===== src/rtl/owrom_pkg.sv =====
package owrom_pkg;

  localparam int FAM_W = 8;
  localparam int SER_W = 48;
  localparam int CRC_W = 8;
  localparam int ID_W  = FAM_W + SER_W + CRC_W;
  localparam int CMD_W = 8;

  typedef enum logic [2:0] {
    ST_IDLE,
    ST_CMD,
    ST_SEND,
    ST_MATCH,
    ST_SEL
  } owrom_state_e;

  // CRC over the first 56 identity bits, LSB first, reflected poly 8Ch
  function automatic logic [CRC_W-1:0] id_crc(input logic [FAM_W+SER_W-1:0] d);
    logic [CRC_W-1:0] c;
    logic fb;
    c = '0;
    for (int i = 0; i < FAM_W + SER_W; i++) begin
      fb = c[0] ^ d[i];
      c  = c >> 1;
      if (fb) c = c ^ 8'h8C;
    end
    return c;
  endfunction

endpackage


===== src/rtl/owrom_cmd_rx.sv =====
module owrom_cmd_rx #(
  parameter int CMD_W = 8
) (
  input  logic             clk,
  input  logic             rst_n,
  input  logic             clear,
  input  logic             take,
  input  logic             bit_in,
  output logic             done,
  output logic [CMD_W-1:0] code
);
  localparam int CNT_W = $clog2(CMD_W);

  logic [CMD_W-1:0] shreg;
  logic [CNT_W-1:0] cnt;

  assign code = {bit_in, shreg[CMD_W-1:1]};
  assign done = take && (cnt == CNT_W'(CMD_W - 1));

  always_ff @(posedge clk or negedge rst_n) begin
    if (!rst_n) begin
      shreg <= '0;
      cnt   <= '0;
    end else if (clear) begin
      shreg <= '0;
      cnt   <= '0;
    end else if (take) begin
      shreg <= code;
      cnt   <= done ? '0 : cnt + 1'b1;
    end
  end

  // a clear always restarts collection at bit 0
  p_cnt_clear_r2: assert property (@(posedge clk) disable iff (!rst_n)
    clear |=> cnt == '0);
  // cycles without a strobe leave the collection untouched
  p_hold_r2: assert property (@(posedge clk) disable iff (!rst_n)
    (!take && !clear) |=> ($stable(cnt) && $stable(shreg)));

endmodule


===== src/rtl/owrom_id_port.sv =====
module owrom_id_port #(
  parameter int          ID_W   = 64,
  parameter logic [63:0] ID_VAL = '0
) (
  input  logic clk,
  input  logic rst_n,
  input  logic clear,
  input  logic step,
  output logic cur_bit,
  output logic at_last
);
  localparam int IDX_W = $clog2(ID_W);

  logic [IDX_W-1:0] idx;

  assign cur_bit = ID_VAL[idx];
  assign at_last = (idx == IDX_W'(ID_W - 1));

  always_ff @(posedge clk or negedge rst_n) begin
    if (!rst_n)       idx <= '0;
    else if (clear)   idx <= '0;
    else if (step)    idx <= at_last ? '0 : idx + 1'b1;
  end

  // the identity pointer only moves on a step
  p_idx_hold_r3: assert property (@(posedge clk) disable iff (!rst_n)
    (!step && !clear) |=> $stable(idx));
  // a clear restarts at the family byte's first bit
  p_idx_clear_r8: assert property (@(posedge clk) disable iff (!rst_n)
    clear |=> idx == '0);

endmodule


===== src/rtl/owrom_ctrl.sv =====
module owrom_ctrl #(
  parameter logic [7:0]  FAMILY     = 8'h04,
  parameter logic [47:0] SERIAL     = 48'h0000_0000_0001,
  parameter logic [7:0]  READ_CODE  = 8'h33,
  parameter logic [7:0]  MATCH_CODE = 8'h55
) (
  input  logic clk,
  input  logic rst_n,
  input  logic reset_det,
  input  logic rx_valid,
  input  logic rx_bit,
  input  logic rd_req,
  output logic presence_req,
  output logic pull_low,
  output logic select
);
  import owrom_pkg::*;

  localparam logic [CRC_W-1:0] CRC_VAL = id_crc({SERIAL, FAMILY});
  localparam logic [ID_W-1:0]  ID_VAL  = {CRC_VAL, SERIAL, FAMILY};

  owrom_state_e state, nxt;

  logic             cmd_take, cmd_done;
  logic [CMD_W-1:0] cmd_code;
  logic             id_clr, id_step, id_bit, id_last;
  logic             pull_nxt;

  assign cmd_take = rx_valid && (state == ST_CMD) && !reset_det;

  owrom_cmd_rx #(.CMD_W(CMD_W)) u_cmd (
    .clk    (clk),
    .rst_n  (rst_n),
    .clear  (reset_det),
    .take   (cmd_take),
    .bit_in (rx_bit),
    .done   (cmd_done),
    .code   (cmd_code)
  );

  owrom_id_port #(.ID_W(ID_W), .ID_VAL(ID_VAL)) u_id (
    .clk     (clk),
    .rst_n   (rst_n),
    .clear   (id_clr),
    .step    (id_step),
    .cur_bit (id_bit),
    .at_last (id_last)
  );

  always_comb begin
    nxt      = state;
    id_clr   = 1'b0;
    id_step  = 1'b0;
    pull_nxt = 1'b0;
    if (reset_det) begin
      nxt    = ST_CMD;
      id_clr = 1'b1;
    end else begin
      case (state)
        ST_CMD: begin
          if (cmd_done) begin
            if (cmd_code == READ_CODE)       nxt = ST_SEND;
            else if (cmd_code == MATCH_CODE) nxt = ST_MATCH;
            else                             nxt = ST_IDLE;
          end
        end
        ST_SEND: begin
          if (rd_req) begin
            pull_nxt = ~id_bit;
            id_step  = 1'b1;
            if (id_last) nxt = ST_SEL;
          end
        end
        ST_MATCH: begin
          if (rx_valid) begin
            if (rx_bit != id_bit) begin
              nxt = ST_IDLE;
            end else begin
              id_step = 1'b1;
              if (id_last) nxt = ST_SEL;
            end
          end
        end
        default: nxt = state;
      endcase
    end
  end

  always_ff @(posedge clk or negedge rst_n) begin
    if (!rst_n) begin
      state        <= ST_IDLE;
      presence_req <= 1'b0;
      pull_low     <= 1'b0;
    end else begin
      state        <= nxt;
      presence_req <= reset_det;
      pull_low     <= pull_nxt;
    end
  end

  assign select = (state == ST_SEL);

  // every detected bus reset is answered by a presence request
  p_presence_r1: assert property (@(posedge clk) disable iff (!rst_n)
    reset_det |=> presence_req);
  // a bus reset withdraws the grant
  p_sel_drop_r8: assert property (@(posedge clk) disable iff (!rst_n)
    reset_det |=> !select);
  // once granted, access persists until a bus reset
  p_sel_hold_r5: assert property (@(posedge clk) disable iff (!rst_n)
    (select && !reset_det) |=> select);
  // the silent state is left only through a bus reset
  p_silent_r6: assert property (@(posedge clk) disable iff (!rst_n)
    (state == ST_IDLE && !reset_det) |=> (state == ST_IDLE && !pull_low && !select));
  // a line pull only follows a read slot
  p_pull_slot_r9: assert property (@(posedge clk) disable iff (!rst_n)
    pull_low |-> $past(rd_req));
  // no pull is requested while access is granted
  p_pull_sel_r9: assert property (@(posedge clk) disable iff (!rst_n)
    (select && $past(select)) |-> !pull_low);

endmodule


===== config.mk =====
export PLATFORM = sky130hd
export DESIGN_NAME = owrom_ctrl
export DESIGN_NICKNAME = d
export VERILOG_FILES = /design/src/rtl/owrom_pkg.sv /design/src/rtl/owrom_cmd_rx.sv /design/src/rtl/owrom_id_port.sv /design/src/rtl/owrom_ctrl.sv
export SDC_FILE = /design/constraint.sdc
export NUM_CORES = 1
export LEC_CHECK = 0
export BUFFER_PORTS_ARGS = -buffer_cell sky130_fd_sc_hd__buf_2
export CELL_PAD_IN_SITES_DETAIL_PLACEMENT = 0
export CELL_PAD_IN_SITES_GLOBAL_PLACEMENT = 1
export CORE_ASPECT_RATIO = 1.2
export CORE_UTILIZATION = 46
export DETAILED_ROUTE_END_ITERATION = 8
export HOLD_SLACK_MARGIN = 0.15
export PLACE_DENSITY = 0.84
export SLEW_MARGIN = 30
export SYNTH_ARGS = -nofsm -noshare
export SYNTH_HDL_FRONTEND = slang
export SYNTH_HIERARCHICAL = 1
export SYNTH_SLANG_ARGS = --single-unit

===== constraint.sdc =====
create_clock -name clk -period 2.45 [get_ports clk]
set_clock_uncertainty 0.05 [all_clocks]
set_input_delay 0.1225 -clock clk [delete_from_list [all_inputs] [get_ports clk]]
set_output_delay 0.1225 -clock clk [all_outputs]
set_load 0.01 [all_outputs]

==> results.py <==
metrics = {
    "sta": {
        "tightest_slew_ns": 0.457,
        "fin_crit_sh_pct": 94.6,
        "fmax_ghz": 0.432,
        "hold_viol": 0,
        "slew_violations": 0,
        "tns_ns": 0,
        "setup_viol": 0,
        "maxSlewHeadroom_pct": 69.5,
        "layout_min_cycle_time_ns": 2.32,
    },
    "critical_path": {
        "crit_path_max_incr_delay_ns": 0.45,
        "cp_num_buf_inv": 1,
        "crit-reg2reg-launch": "u_id/idx[1]",
        "startpoint": "u_id/idx[1]",
        "endpoint_kind": "flop",
        "path_max_fanout": 8,
        "crit_chain": "ha_1 -> nand3b_1 -> a21oi_2 -> xor2_1 -> o21a_1 -> nor3_1 -> buf_4 -> or3b_1 -> a31oi_1",
        "crit_family": "simple AND/OR/NAND/NOR gates",
        "crit_type": "reg -> reg",
        "r2r_cells": 9,
        "cp_num_cells": 9,
        "critPathCapture": "u_id/idx[5]",
        "crit_path_start_kind": "flop",
        "r2r_end": "u_id/idx[5]",
        "cp_slowest_cell": "dfrtp_1",
        "cp.arrival_ns": 2.52,
        "r2r_setup_slack_ns": 0.13,
        "cp_data_required_time_ns": 2.65,
    },
    "min_path": {
        "hp-class": "in -> async",
    },
    "die": {
        "io_pins": 9,
        "die_h_um": 58.2,
        "row_count": 20,
        "die_x_um": 48.8,
        "initial_utilization_pct": 47.9,
        "core_area_sq_um": 2530,
        "dieArea_sq_um": 2840,
    },
    "logic_synthesis": {
        "synth-seq-cells": 21,
        "netlist_top_cells_count": "dfrtp_1, nor2_1, mux2i_1",
        "ys_types": 42,
        "synth_area_leader_cell": "dfrtp_1",
        "ys_warn_count": 6,
        "syn_inst": 120,
        "async_flop_share_pct": 100,
        "synth_edf_count": 0,
        "yosysTopAreaCellShare_pct": 43.4,
        "ys_top_cells_by_area": "dfrtp_1, mux2i_1, ha_1, nor2_1, a21oi_1",
        "synth_fp_nets": 132,
        "synthFlopType": "dfrtp_1",
        "synth_most_common_cell": "dfrtp_1",
        "synth.cell_area_sq_um": 1210,
        "ys_seq_area_share_pct": 43.4,
        "syn_area_per_cell_sq_um": 10.1,
    },
    "drt": {
        "antenna_left": 0,
        "wl_um": 2210,
        "wl_per_cell_um": 13.1,
        "vias": 934,
        "vias_per_cell": 5.53,
        "initialDrtViolationCount": 30,
        "firstDrtPassIters": 4,
        "drc": 0,
    },
    "run_status": {
        "status": "finished, final reports clean",
    },
    "cts": {
        "cts-root-buf": "clkbuf_4",
        "clk_pin_slew_ns": 0.12,
        "cts_buffers": 3,
        "cts.sinks": 21,
        "cts_htree_levels": 1,
        "clkLatencyLatePin_ns": 0.31,
        "clockBufferDepth": 2,
        "cts_tree": "built",
    },
    "pwr": {
        "pwr_density_cell_nw_per_um2": 423,
        "ir_worst_vdd_mv": 0.236,
        "power_uw": 579,
        "power_leakage_uw": 0.000604,
    },
    "global_routing": {
        "grt.overflow.total": 0,
        "antenna_found_initial": 0,
        "grt_max_degree": 24,
        "grt_pass1_vias": 909,
        "grt_use_total_pct": 18.5,
        "grt_pass1_wl_um": 3930,
    },
    "finish": {
        "instances_no_fill": 169,
        "syn_to_final_growth_pct": 12.9,
        "stdcell_area_sq_um": 1370,
        "fin_util_pct": 54.1,
        "drive_gt1_share_pct": 22.8,
        "diodes": 0,
        "final_nets": 149,
    },
    "place": {
        "place_inst": 158,
        "post_dp_cell_area_sq_um": 1270,
        "hpwlAfterDp_um": 1550,
        "gp_congestion": 0.835,
        "portBuffers": 8,
    },
    "flow_run": {
        "cap_violations": 0,
    },
}
## repair_timing
action	4_1_cts	5_1_grt
hold buffers	4	0
setup endpoints to repair	0	3
resized for setup	0	4
endpoints found under the hold margin	24	0
setup buffers	0	3
## layout make-up
| class | instances | area (sq um) |
|---|---|---|
| multi-input combinational | 88 | 627 |
| sequential | 21 | 528 |
| tap | 33 | 41.3 |
| inverter | 5 | 18.8 |
| clock buffer | 3 | 22.5 |
| fill | 235 | 1160 |
| timing repair buffer | 18 | 125 |
| clock inverter | 1 | 5.00 |
## worst reg2reg max path, stage by stage (launching register included)
cell and delay [ns]:
dfrtp_1 0.45, ha_1 0.30, nand3b_1 0.16, a21oi_2 0.18
xor2_1 0.12, o21a_1 0.19, nor3_1 0.13, buf_4 0.17
or3b_1 0.35, a31oi_1 0.16
## state kept, by name (all words and copies together), names as in the netlist
name,count
state,3
u_id/idx,6
u_cmd/shreg,7
presence_req,1
u_cmd/cnt,3
pull_low,1
## worst min path at each step
| stage | cells after the start | endpoint | slack, ns | startpoint |
|---|---|---|---|---|
| global route | 2 | u_id/idx[3] | 0.26 | rst_n |
| floorplan | 0 | presence_req | -0.22 | rst_n |
| finish | 2 | u_id/idx[5] | 0.22 | rst_n |
| CTS | 2 | u_id/idx[5] | 0.23 | rst_n |
| global placement | 1 | u_id/idx[3] | 0.05 | rst_n |
| detailed placement | 1 | u_id/idx[5] | 0.06 | rst_n |
## routing by layer
metal / GRT usage [%] / share of wire [%] / vias to the layer above
met2: 31.3 / 47 / 15
met3: 3.41 / 2.4 / 7
met5: 0 / 0 / -
li1: - / - / 460
met1: 21.8 / 47 / 452
met4: 11.3 / 3.2 / 0
## cells by family after synthesis
kind of cell / count (synthesis) / synth area share (%)
AOI/OAI and AO/OA: 23 / 12.9
xor gates and xnor gates: 3 / 2.17
adders and majority gates: 6 / 6.20
buffers and inverters: 11 / 5.47
DFF: 21 / 43.4
muxes: 10 / 8.57
and+or+nand+nor: 46 / 21.3
## stage by stage
stage	hold slack (ns)	worst slack (ns)
floorplan	-0.223	0.235
global placement	0.0525	0.157
detailed placement	0.0567	0.0984
CTS	0.233	0.0691
global route	0.255	-0.00272
finish	0.220	0.133
## placed cells by master (no fill, tap or decap), types with 2 or more instances in the layout
| master | n |
|---|---|
| clkbuf_4 | 3 |
| a21oi_1 | 5 |
| buf_4 | 6 |
| nand2b_1 | 3 |
| dlygate4sd3_1 | 4 |
| nor2_1 | 16 |
| o21ai_0 | 2 |
| dfrtp_1 | 19 |
| inv_1 | 4 |
| o211ai_1 | 2 |
| dfrtp_2 | 2 |
| a31oi_1 | 3 |
| o31ai_1 | 2 |
| xor2_1 | 2 |
| mux2i_1 | 9 |
| buf_2 | 8 |
| ha_1 | 6 |
| nand2_1 | 6 |
| a21oi_2 | 2 |
| nor3_1 | 4 |
| nand4_1 | 3 |
## where the power goes
group	total, uW	internal, uW	leakage, uW	switching (uW)
clock	172	61.1	0.0000177	111
combinational	49.6	21.8	0.000305	27.8
sequential	357	352	0.000281	5.59
(Power assumes the default switching activity.)
